## src/rtl/mac_pkg.sv

```systemverilog
package mac_pkg;

  typedef enum logic [2:0] {
    ACT_HOLD,
    ACT_CLEAR,
    ACT_LOAD,
    ACT_SAT,
    ACT_WRAP
  } mac_act_e;

  // Same-sign inputs whose sum flips sign mean a signed overflow.
  function automatic logic sign_ovf(input logic p_msb, input logic a_msb, input logic s_msb);
    return (p_msb == a_msb) && (s_msb != p_msb);
  endfunction

endpackage

```

## src/rtl/mac_mul.sv

```systemverilog
module mac_mul #(
  parameter int OPW = 16
) (
  input  logic [OPW-1:0]   a,
  input  logic [OPW-1:0]   b,
  output logic [2*OPW-1:0] prod
);
  logic signed [2*OPW-1:0] sa, sb;

  always_comb begin
    sa   = {{OPW{a[OPW-1]}}, a};
    sb   = {{OPW{b[OPW-1]}}, b};
    prod = sa * sb;
  end
endmodule

```

## src/rtl/mac_addsat.sv

```systemverilog
module mac_addsat #(
  parameter int ACCW = 32
) (
  input  logic [ACCW-1:0] lo,
  input  logic [ACCW-1:0] hi,
  input  logic [ACCW-1:0] prod,
  output logic [ACCW-1:0] lo_n,
  output logic [ACCW-1:0] hi_n,
  output logic            ovf
);
  localparam logic [ACCW-1:0] MAXP = {1'b0, {(ACCW-1){1'b1}}};
  localparam logic [ACCW-1:0] MAXN = {1'b1, {(ACCW-1){1'b0}}};

  logic [ACCW-1:0] sum;

  always_comb begin
    sum = lo + prod;
    ovf = mac_pkg::sign_ovf(prod[ACCW-1], lo[ACCW-1], sum[ACCW-1]);
    if (ovf) begin
      lo_n = prod[ACCW-1] ? MAXN : MAXP;
      hi_n = hi | {{(ACCW-1){1'b0}}, 1'b1};
    end else begin
      lo_n = sum;
      hi_n = hi;
    end
  end
endmodule

```

## src/rtl/mac_addwrap.sv

```systemverilog
module mac_addwrap #(
  parameter int ACCW = 32,
  parameter int HIW  = 10
) (
  input  logic [ACCW-1:0] lo,
  input  logic [ACCW-1:0] hi,
  input  logic [ACCW-1:0] prod,
  output logic [ACCW-1:0] lo_n,
  output logic [ACCW-1:0] hi_n,
  output logic            carry
);
  logic [ACCW-1:0] hi_sum;

  always_comb begin
    {carry, lo_n} = {1'b0, lo} + {1'b0, prod};
    hi_sum = hi + {ACCW{prod[ACCW-1]}} + {{(ACCW-1){1'b0}}, carry};
  end

  generate
    if (HIW >= ACCW) begin : g_full
      assign hi_n = hi_sum;
    end else begin : g_sext
      assign hi_n = {{(ACCW-HIW){hi_sum[HIW-1]}}, hi_sum[HIW-1:0]};
    end
  endgenerate
endmodule

```

## src/rtl/mac_sat16.sv

```systemverilog
module mac_sat16 #(
  parameter int OPW = 16,
  parameter int HIW = 10
) (
  input  logic                clk,
  input  logic                rst_n,
  input  logic                acc_clr,
  input  logic                ld_hi,
  input  logic                ld_lo,
  input  logic [2*OPW-1:0]    ld_data,
  input  logic                op_valid,
  input  logic [OPW-1:0]      op_a,
  input  logic [OPW-1:0]      op_b,
  input  logic                sat_en,
  output logic [2*OPW-1:0]    acc_hi,
  output logic [2*OPW-1:0]    acc_lo
);
  import mac_pkg::*;

  localparam int ACCW = 2 * OPW;

  logic [ACCW-1:0] prod;
  logic [ACCW-1:0] sat_lo, sat_hi, wrp_lo, wrp_hi;
  logic [ACCW-1:0] hi_q, lo_q, hi_d, lo_d;
  logic            sat_ovf, wrp_carry;
  mac_act_e        act;

  // named events for the checker
  logic ovf_evt;
  logic carry_evt;

  mac_mul #(.OPW(OPW)) u_mul (
    .a(op_a), .b(op_b), .prod(prod)
  );

  mac_addsat #(.ACCW(ACCW)) u_sat (
    .lo(lo_q), .hi(hi_q), .prod(prod),
    .lo_n(sat_lo), .hi_n(sat_hi), .ovf(sat_ovf)
  );

  mac_addwrap #(.ACCW(ACCW), .HIW(HIW)) u_wrap (
    .lo(lo_q), .hi(hi_q), .prod(prod),
    .lo_n(wrp_lo), .hi_n(wrp_hi), .carry(wrp_carry)
  );

  always_comb begin
    if (acc_clr)             act = ACT_CLEAR;
    else if (ld_hi || ld_lo) act = ACT_LOAD;
    else if (op_valid)       act = sat_en ? ACT_SAT : ACT_WRAP;
    else                     act = ACT_HOLD;
  end

  assign ovf_evt   = (act == ACT_SAT) && sat_ovf;
  assign carry_evt = (act == ACT_WRAP) && wrp_carry;

  always_comb begin
    hi_d = hi_q;
    lo_d = lo_q;
    unique case (act)
      ACT_CLEAR: begin
        hi_d = '0;
        lo_d = '0;
      end
      ACT_LOAD: begin
        if (ld_hi) hi_d = ld_data;
        if (ld_lo) lo_d = ld_data;
      end
      ACT_SAT: begin
        hi_d = sat_hi;
        lo_d = sat_lo;
      end
      ACT_WRAP: begin
        hi_d = wrp_hi;
        lo_d = wrp_lo;
      end
      default: ;
    endcase
  end

  always_ff @(posedge clk or negedge rst_n) begin
    if (!rst_n) begin
      hi_q <= '0;
      lo_q <= '0;
    end else begin
      hi_q <= hi_d;
      lo_q <= lo_d;
    end
  end

  assign acc_hi = hi_q;
  assign acc_lo = lo_q;
endmodule

```

## config.mk

```make
export PLATFORM = sky130hd
export DESIGN_NAME = mac_sat16
export DESIGN_NICKNAME = d
export VERILOG_FILES = /design/src/rtl/mac_pkg.sv /design/src/rtl/mac_mul.sv /design/src/rtl/mac_addsat.sv /design/src/rtl/mac_addwrap.sv /design/src/rtl/mac_sat16.sv
export SDC_FILE = /design/constraint.sdc
export NUM_CORES = 1
export LEC_CHECK = 0
export BUFFER_PORTS_ARGS = -buffer_cell sky130_fd_sc_hd__buf_2
export CORE_MARGIN = 2
export CORE_UTILIZATION = 63
export DETAILED_ROUTE_END_ITERATION = 10
export PLACE_DENSITY_LB_ADDON = 0.08
export SYNTH_ARGS = -nofsm -noshare
export SYNTH_HDL_FRONTEND = slang
export SYNTH_SLANG_ARGS = --single-unit
```

## constraint.sdc

```tcl
create_clock -name clk -period 5.6 [get_ports clk]
set_input_delay 0.28 -clock clk [delete_from_list [all_inputs] [get_ports clk]]
set_output_delay 0.28 -clock clk [all_outputs]
set_load 0.02 [all_outputs]
```

==> Word-level counts from Yosys, hierarchy flattened <==
Cells that the tools add are included.
{ "totals": {"reg_bits": 64, "inputBits": 71, "out_inout_bits": 64, "wordCells": 36} }
{ "op_classes": {"n_addsub": 4, "mul": 1, "eq_ne": 9, "muxes": 11, "n_bitwise": 1, "reduce_logical": 7} }
{ "op_table": {"columns": ["op", "n"], "rows": [
  ["one-hot mux 32 bit (4 select lines)", 2],
  ["two-way mux 32 bit", 4],
  ["adder 32 x 32 -> 33 bit", 1],
  ["adder 32 bit", 1],
  ["multiplier 16 x 16 -> 32 bit", 1],
  ["two-way mux 3 bit", 4],
  ["adder 10 x 1 -> 10 bit", 1],
  ["adder 10 bit", 1],
  ["== test 3 x 2 -> 1 bit, second input constant", 2],
  ["!= test 2 bit, second input constant", 3],
  ["AND reduction 3 bit", 2],
  ["nonzero test 4 bit", 1],
  ["== test 3 x 1 -> 1 bit, second input constant", 1],
  ["== test 3 bit, second input constant", 1],
  ["nonzero test 3 bit", 1],
  ["AND reduction 2 bit", 1],
  ["== test 1 bit", 1],
  ["logical AND 1 bit", 1],
  ["logical OR 1 bit", 1],
  ["two-way mux 1 bit", 1],
  ["!= test 1 bit", 1],
  ["NOT 1 bit", 1]
]} }

==> Longest topological paths before layout <==
{ "logic_depth": {"ltp_word": 7, "mapped_depth": 43} }

==> Modules after synthesis <==
Synthesis repeated with hierarchy kept, for this count alone.
{ "hier_totals": {"hier_cells": 2098, "hier_area_um2": 18098.6} }
{ "by_module_without_submodules": {"columns": ["module", "n_inst", "cells_per_inst", "area_per_inst_um2", "seq_area_each_um2"], "rows": [
  ["mac_mul", 1, 1075, 9784.4, 0.0],
  ["mac_sat16", 1, 386, 3679.8, 1601.5],
  ["mac_addsat", 1, 335, 2429.8, 0.0],
  ["mac_addwrap", 1, 302, 2204.6, 0.0]
]} }

==> Worst setup path before layout <==
Ideal clock, no wire load.
{ "synth_path": {"path_type": "input to register", "startpoint": "input port op_b[1]", "endpoint": "register hi_q[28], in the netlist acc_hi[28]", "t_arrival_ns": 8.808, "required_time_ns": 5.476, "slack_ns": -3.332, "path_stages": 39, "n_path_buf": 2, "cell_sequence": "clkbuf_1 > nand2_1 > fa_1 > inv_1 > fa_1 > ha_1 > fa_1 > inv_1 > fa_1 > fa_1 > inv_1 > ha_1 > a21oi_1 > nor2b_1 > nand2_1 > a31oi_1 > nor2b_1 > o21a_1 > [... 3 more ...] > and3_1 > a311oi_1 > nand3_1 > o21ai_0 > o211ai_1 > a31o_2 > a21o_1 > fa_1 > a21o_1 > a21oi_1 > o21bai_1 > a21oi_1 > o21a_1 > o211ai_1 > xor2_1 > nor3_2 > buf_2 > a211o_1"} }
{ "synth_via": {"elab_chain_len": 4, "word_cells_on_any_way": 5} }
{ "synth_lines": {"columns": ["item", "line_no", "text"], "rows": [
  ["start, declared", "mac_sat16.sv:13", "input logic [OPW-1:0] op_b,"],
  ["multiplier 16 x 16 -> 32 bit *", "mac_mul.sv:13", "prod = sa * sb;"],
  ["adder 32 x 32 -> 33 bit / adder 10 bit (equally long branches)", "mac_addwrap.sv:15, mac_addwrap.sv:16", null],
  ["adder 10 x 1 -> 10 bit *", "mac_addwrap.sv:16", "hi_sum = hi + {ACCW{prod[ACCW-1]}} + {{(ACCW-1){1'b0}}, carry};"],
  ["one-hot mux 32 bit (4 select lines) *", "mac_sat16.sv:59", "unique case (act)"],
  ["end signal, assigned", "mac_sat16.sv:85", "hi_q <= hi_d;"],
  ["end, declared", "mac_sat16.sv:24", "logic [ACCW-1:0] hi_q, lo_q, hi_d, lo_d;"]
]} }
Mark *: on every way between the ends. The rest lies on a longest branch, timed or not.
A chain may end at the register's enable or synchronous reset.

==> Worst setup path in the final report <==
{ "layout_path": {"startpoint": "input port op_a[9]", "endpoint": "register hi_q[15], in the netlist acc_hi[15]"} }
{ "layout_via": {"elab_chain_len": 4, "word_cells_on_any_way": 5} }
{ "layout_lines": {"columns": ["item", "line_no", "text"], "rows": [
  ["start, declared", "mac_sat16.sv:12", "input logic [OPW-1:0] op_a,"],
  ["multiplier 16 x 16 -> 32 bit *", "mac_mul.sv:13", null],
  ["adder 32 x 32 -> 33 bit / adder 10 bit (equally long branches)", "mac_addwrap.sv:15, mac_addwrap.sv:16", null],
  ["adder 10 x 1 -> 10 bit *", "mac_addwrap.sv:16", null],
  ["one-hot mux 32 bit (4 select lines) *", "mac_sat16.sv:59", null]
]} }
Marked as above.

==> results.sh <==
export IMPL_clk_latency_ps=330
export IMPL_rsz0062_at_grt="yes"
export IMPL_tightest_slew_ps=811
export IMPL_fin_ws_ps=-3040
export IMPL_ys_seq_elements=64
export IMPL_synth_warning_count=0
export IMPL_num_vias=13600
export IMPL_worstPathMaxFanout=17
export IMPL_synth_ff_type="dfrtp_1"
export IMPL_crit_required_ps=5820
export IMPL_fin_setup_tns_ps=-159130
export IMPL_die_w_microns=157
export IMPL_max_freq_mhz=116
export IMPL_clock_sinks=64
export IMPL_gr_usage_met2_pct=60.9
export IMPL_critPathMostFrequentCell="fa_1"
export IMPL_cts_buffer_depth=2
export IMPL_r2r_start="acc_lo[0]$_DFFE_PN0P_"
export IMPL_ant_nets=0
export IMPL_vias_per_cell=5.68
export IMPL_grtUsageMet3_pct=4.49
export IMPL_wire_per_inst_microns=17.7
export IMPL_cts_root_buf="clkbuf_16"
export IMPL_cts_buffers=9
export IMPL_grt_max_degree=65
export IMPL_violations="negative setup slack"
export IMPL_rrSetupSlack_ps=570
export IMPL_design_area_sq_um=19200
export IMPL_fin_skew_ps=5.37
export IMPL_crit_slowest_cell="fa_1"
export IMPL_yosysSeqAreaShare_pct=10.8
export IMPL_cts_clk_slew_worst_paths_ps=50
export IMPL_diodes=0
export IMPL_busiest_layer="met2"
export IMPL_port_buffer_count=134
export IMPL_cpPeakStageDelay_ps=540
export IMPL_fp_row_count=56
export IMPL_coreArea_sq_um=23300
export IMPL_gp_congestion=0.929
export IMPL_io_pins=135
export IMPL_min_period_over_period_pct=154
export IMPL_synth_nets=2140
export IMPL_ys_types=58
export IMPL_hold_ws_ps=132
export IMPL_htree_levels=3
export IMPL_slew_violations=0
export IMPL_finalSetupViolations=64
export IMPL_drt_wl_total_mm=42.4
export IMPL_cp_data_arrival_time_ps=8860
export IMPL_die_height_microns=157
export IMPL_syn2layout_area_growth_pct=30.0
export IMPL_grt_pass1_wl_mm=68.7
export IMPL_syn_area_per_cell_sq_um=8.80
export IMPL_cts_tree="built"
export IMPL_hpwlAfterDp_mm=33.1
export IMPL_rr_worst_depth=22
export IMPL_maxSlewHeadroom_pct=45.9
export IMPL_endpoint_kind="flop"
export IMPL_grt_use_total_pct=34.9
export IMPL_fillers=1492
export IMPL_synth_cell_area_sq_um=14800
export IMPL_drc_errors=0
export IMPL_status="finished with violations"
export IMPL_dieArea_sq_um=24700
export IMPL_syn_inst=1682
export IMPL_crit_path_start_kind="primary input"
export IMPL_overflow=0
export IMPL_reg2reg_to="acc_hi[15]$_DFFE_PN0P_"
export IMPL_antenna_found_initial=0
export IMPL_finalHoldViolations=0
export IMPL_met1_usage_pct=45.5
export IMPL_initial_core_util_pct=63.6
export IMPL_drv_cap=0
export IMPL_grt_pass1_vias=14300
export IMPL_drive_above_1_share_pct=28.4
export IMPL_drt_first_pass_iters=5
export IMPL_hold_class="primary input to asynchronous set/reset pin"
export IMPL_fin_crit_ps=8640
export IMPL_placed_area_sq_um=18200
export IMPL_final_nets=2531
export IMPL_drt_iter0_drc=1027
export IMPL_crit_type="primary input to flop"
export IMPL_synthArstFlopShare_pct=100
export IMPL_synth_edf_count=0
[how the worst max path moves through the flow]
stage | startpoint | to
floorplan | op_a[5] | acc_hi[12]$_DFFE_PN0P_
global route | op_a[9] | acc_hi[15]$_DFFE_PN0P_
detailed placement | op_a[7] | acc_hi[8]$_DFFE_PN0P_
finish | op_a[9] | acc_hi[15]$_DFFE_PN0P_
global placement | op_b[2] | acc_hi[8]$_DFFE_PN0P_
CTS | op_a[9] | acc_hi[8]$_DFFE_PN0P_
[Yosys cell counts (4+ instances only)]
cell	count	area [sq um]
or3_1	4	25.0
o21ai_0	57	285
o21a_1	10	75.1
a21oi_1	77	385
o21ai_1	10	50.1
nand2_1	176	661
a22oi_1	13	97.6
a211oi_1	10	75.1
inv_1	315	1180
nand2b_1	11	68.8
a311oi_1	9	78.8
and2_1	124	776
ha_1	122	1530
o2111ai_1	6	52.6
clkbuf_1	58	218
and3_1	26	163
nor3_1	12	60.1
o211ai_1	7	52.6
xnor2_1	48	420
nand3_1	13	65.1
o21bai_1	13	97.6
nor2b_1	6	37.5
fa_1	265	5310
a21boi_0	4	30.0
a211o_1	25	219
nor2_1	96	360
nand4_1	4	25.0
xor2_1	17	149
a21o_1	32	240
dfrtp_1	64	1600
a31oi_1	5	31.3
buf_2	4	20.0
[final cells by class]
class	count	area, sq um	area share (%)
Clock inverter	3	18.8	0.0976
Timing Repair Buffer	442	3320	17.2
Clock buffer	12	246	1.28
Sequential cell	64	1600	8.33
Tap cell	319	399	2.07
Inverter	315	1180	6.16
Multi-Input combinational cell	1241	12500	64.8
[state kept, by name, summed over array words and instances (netlist names)]
name and count:
acc_lo 32, acc_hi 32
[stage by stage]
step                      instances  util (%)  setup WS, ps
after floorplan                1682         -         -2710
after global placement         2352      78.1         -3180
after detailed placement       2352      78.1         -3420
after CTS                      2386      81.1         -2830
after global routing           2396      82.7         -3430
final                          2396      82.7         -3040
[critical path: cells and delay by family]
family | cells | cell delay, ps
AO/OA/AOI/OAI | 16 | 2690
XOR/XNOR | 2 | 340
adder cells (fa/ha/maj) | 9 | 4010
buffers and inverters | 7 | 590
AND/OR/NAND/NOR | 7 | 930
[cells by family after synthesis]
group,share of synthesized area [%]
flip-flops,10.8
buffers and inverters,9.60
AND/OR/NAND/NOR,15.6
multiplexers,0.0676
XOR/XNOR,4.00
adder cells (fa/ha/maj),46.2
AO/OA/AOI/OAI,13.7
[cells in the final DEF (no fill, tap or decap), types with 32 or more instances in the layout]
master,count
ha_1,109
fa_1,256
dfrtp_1,64
nand2_1,169
and2_1,111
xnor2_1,42
a21o_1,32
buf_2,115
a21oi_1,54
buf_4,287
nor2_1,91
inv_1,305
[per-layer routing]
| layer | vias up | share of wire (%) | wire (microns) |
|---|---|---|---|
| met2 | 530 | 52 | 22100 |
| met4 | 0 | 3.6 | 1520 |
| met5 | - | 0 | 0 |
| met3 | 133 | 6.0 | 2540 |
| li1 | 6142 | - | - |
| met1 | 6797 | 38 | 16200 |
[timing repair]
item,in CTS,in global routing
pin swaps,52,53
gates cloned,2,1
endpoints found under the setup margin,64,64
hold buffers,0,0
setup buffers,21,9
resized for setup,82,83
endpoints found under the hold margin,0,0
Power is not shown: default switching activity piles up to over one toggle a cycle in this logic, so the estimate is an artifact.
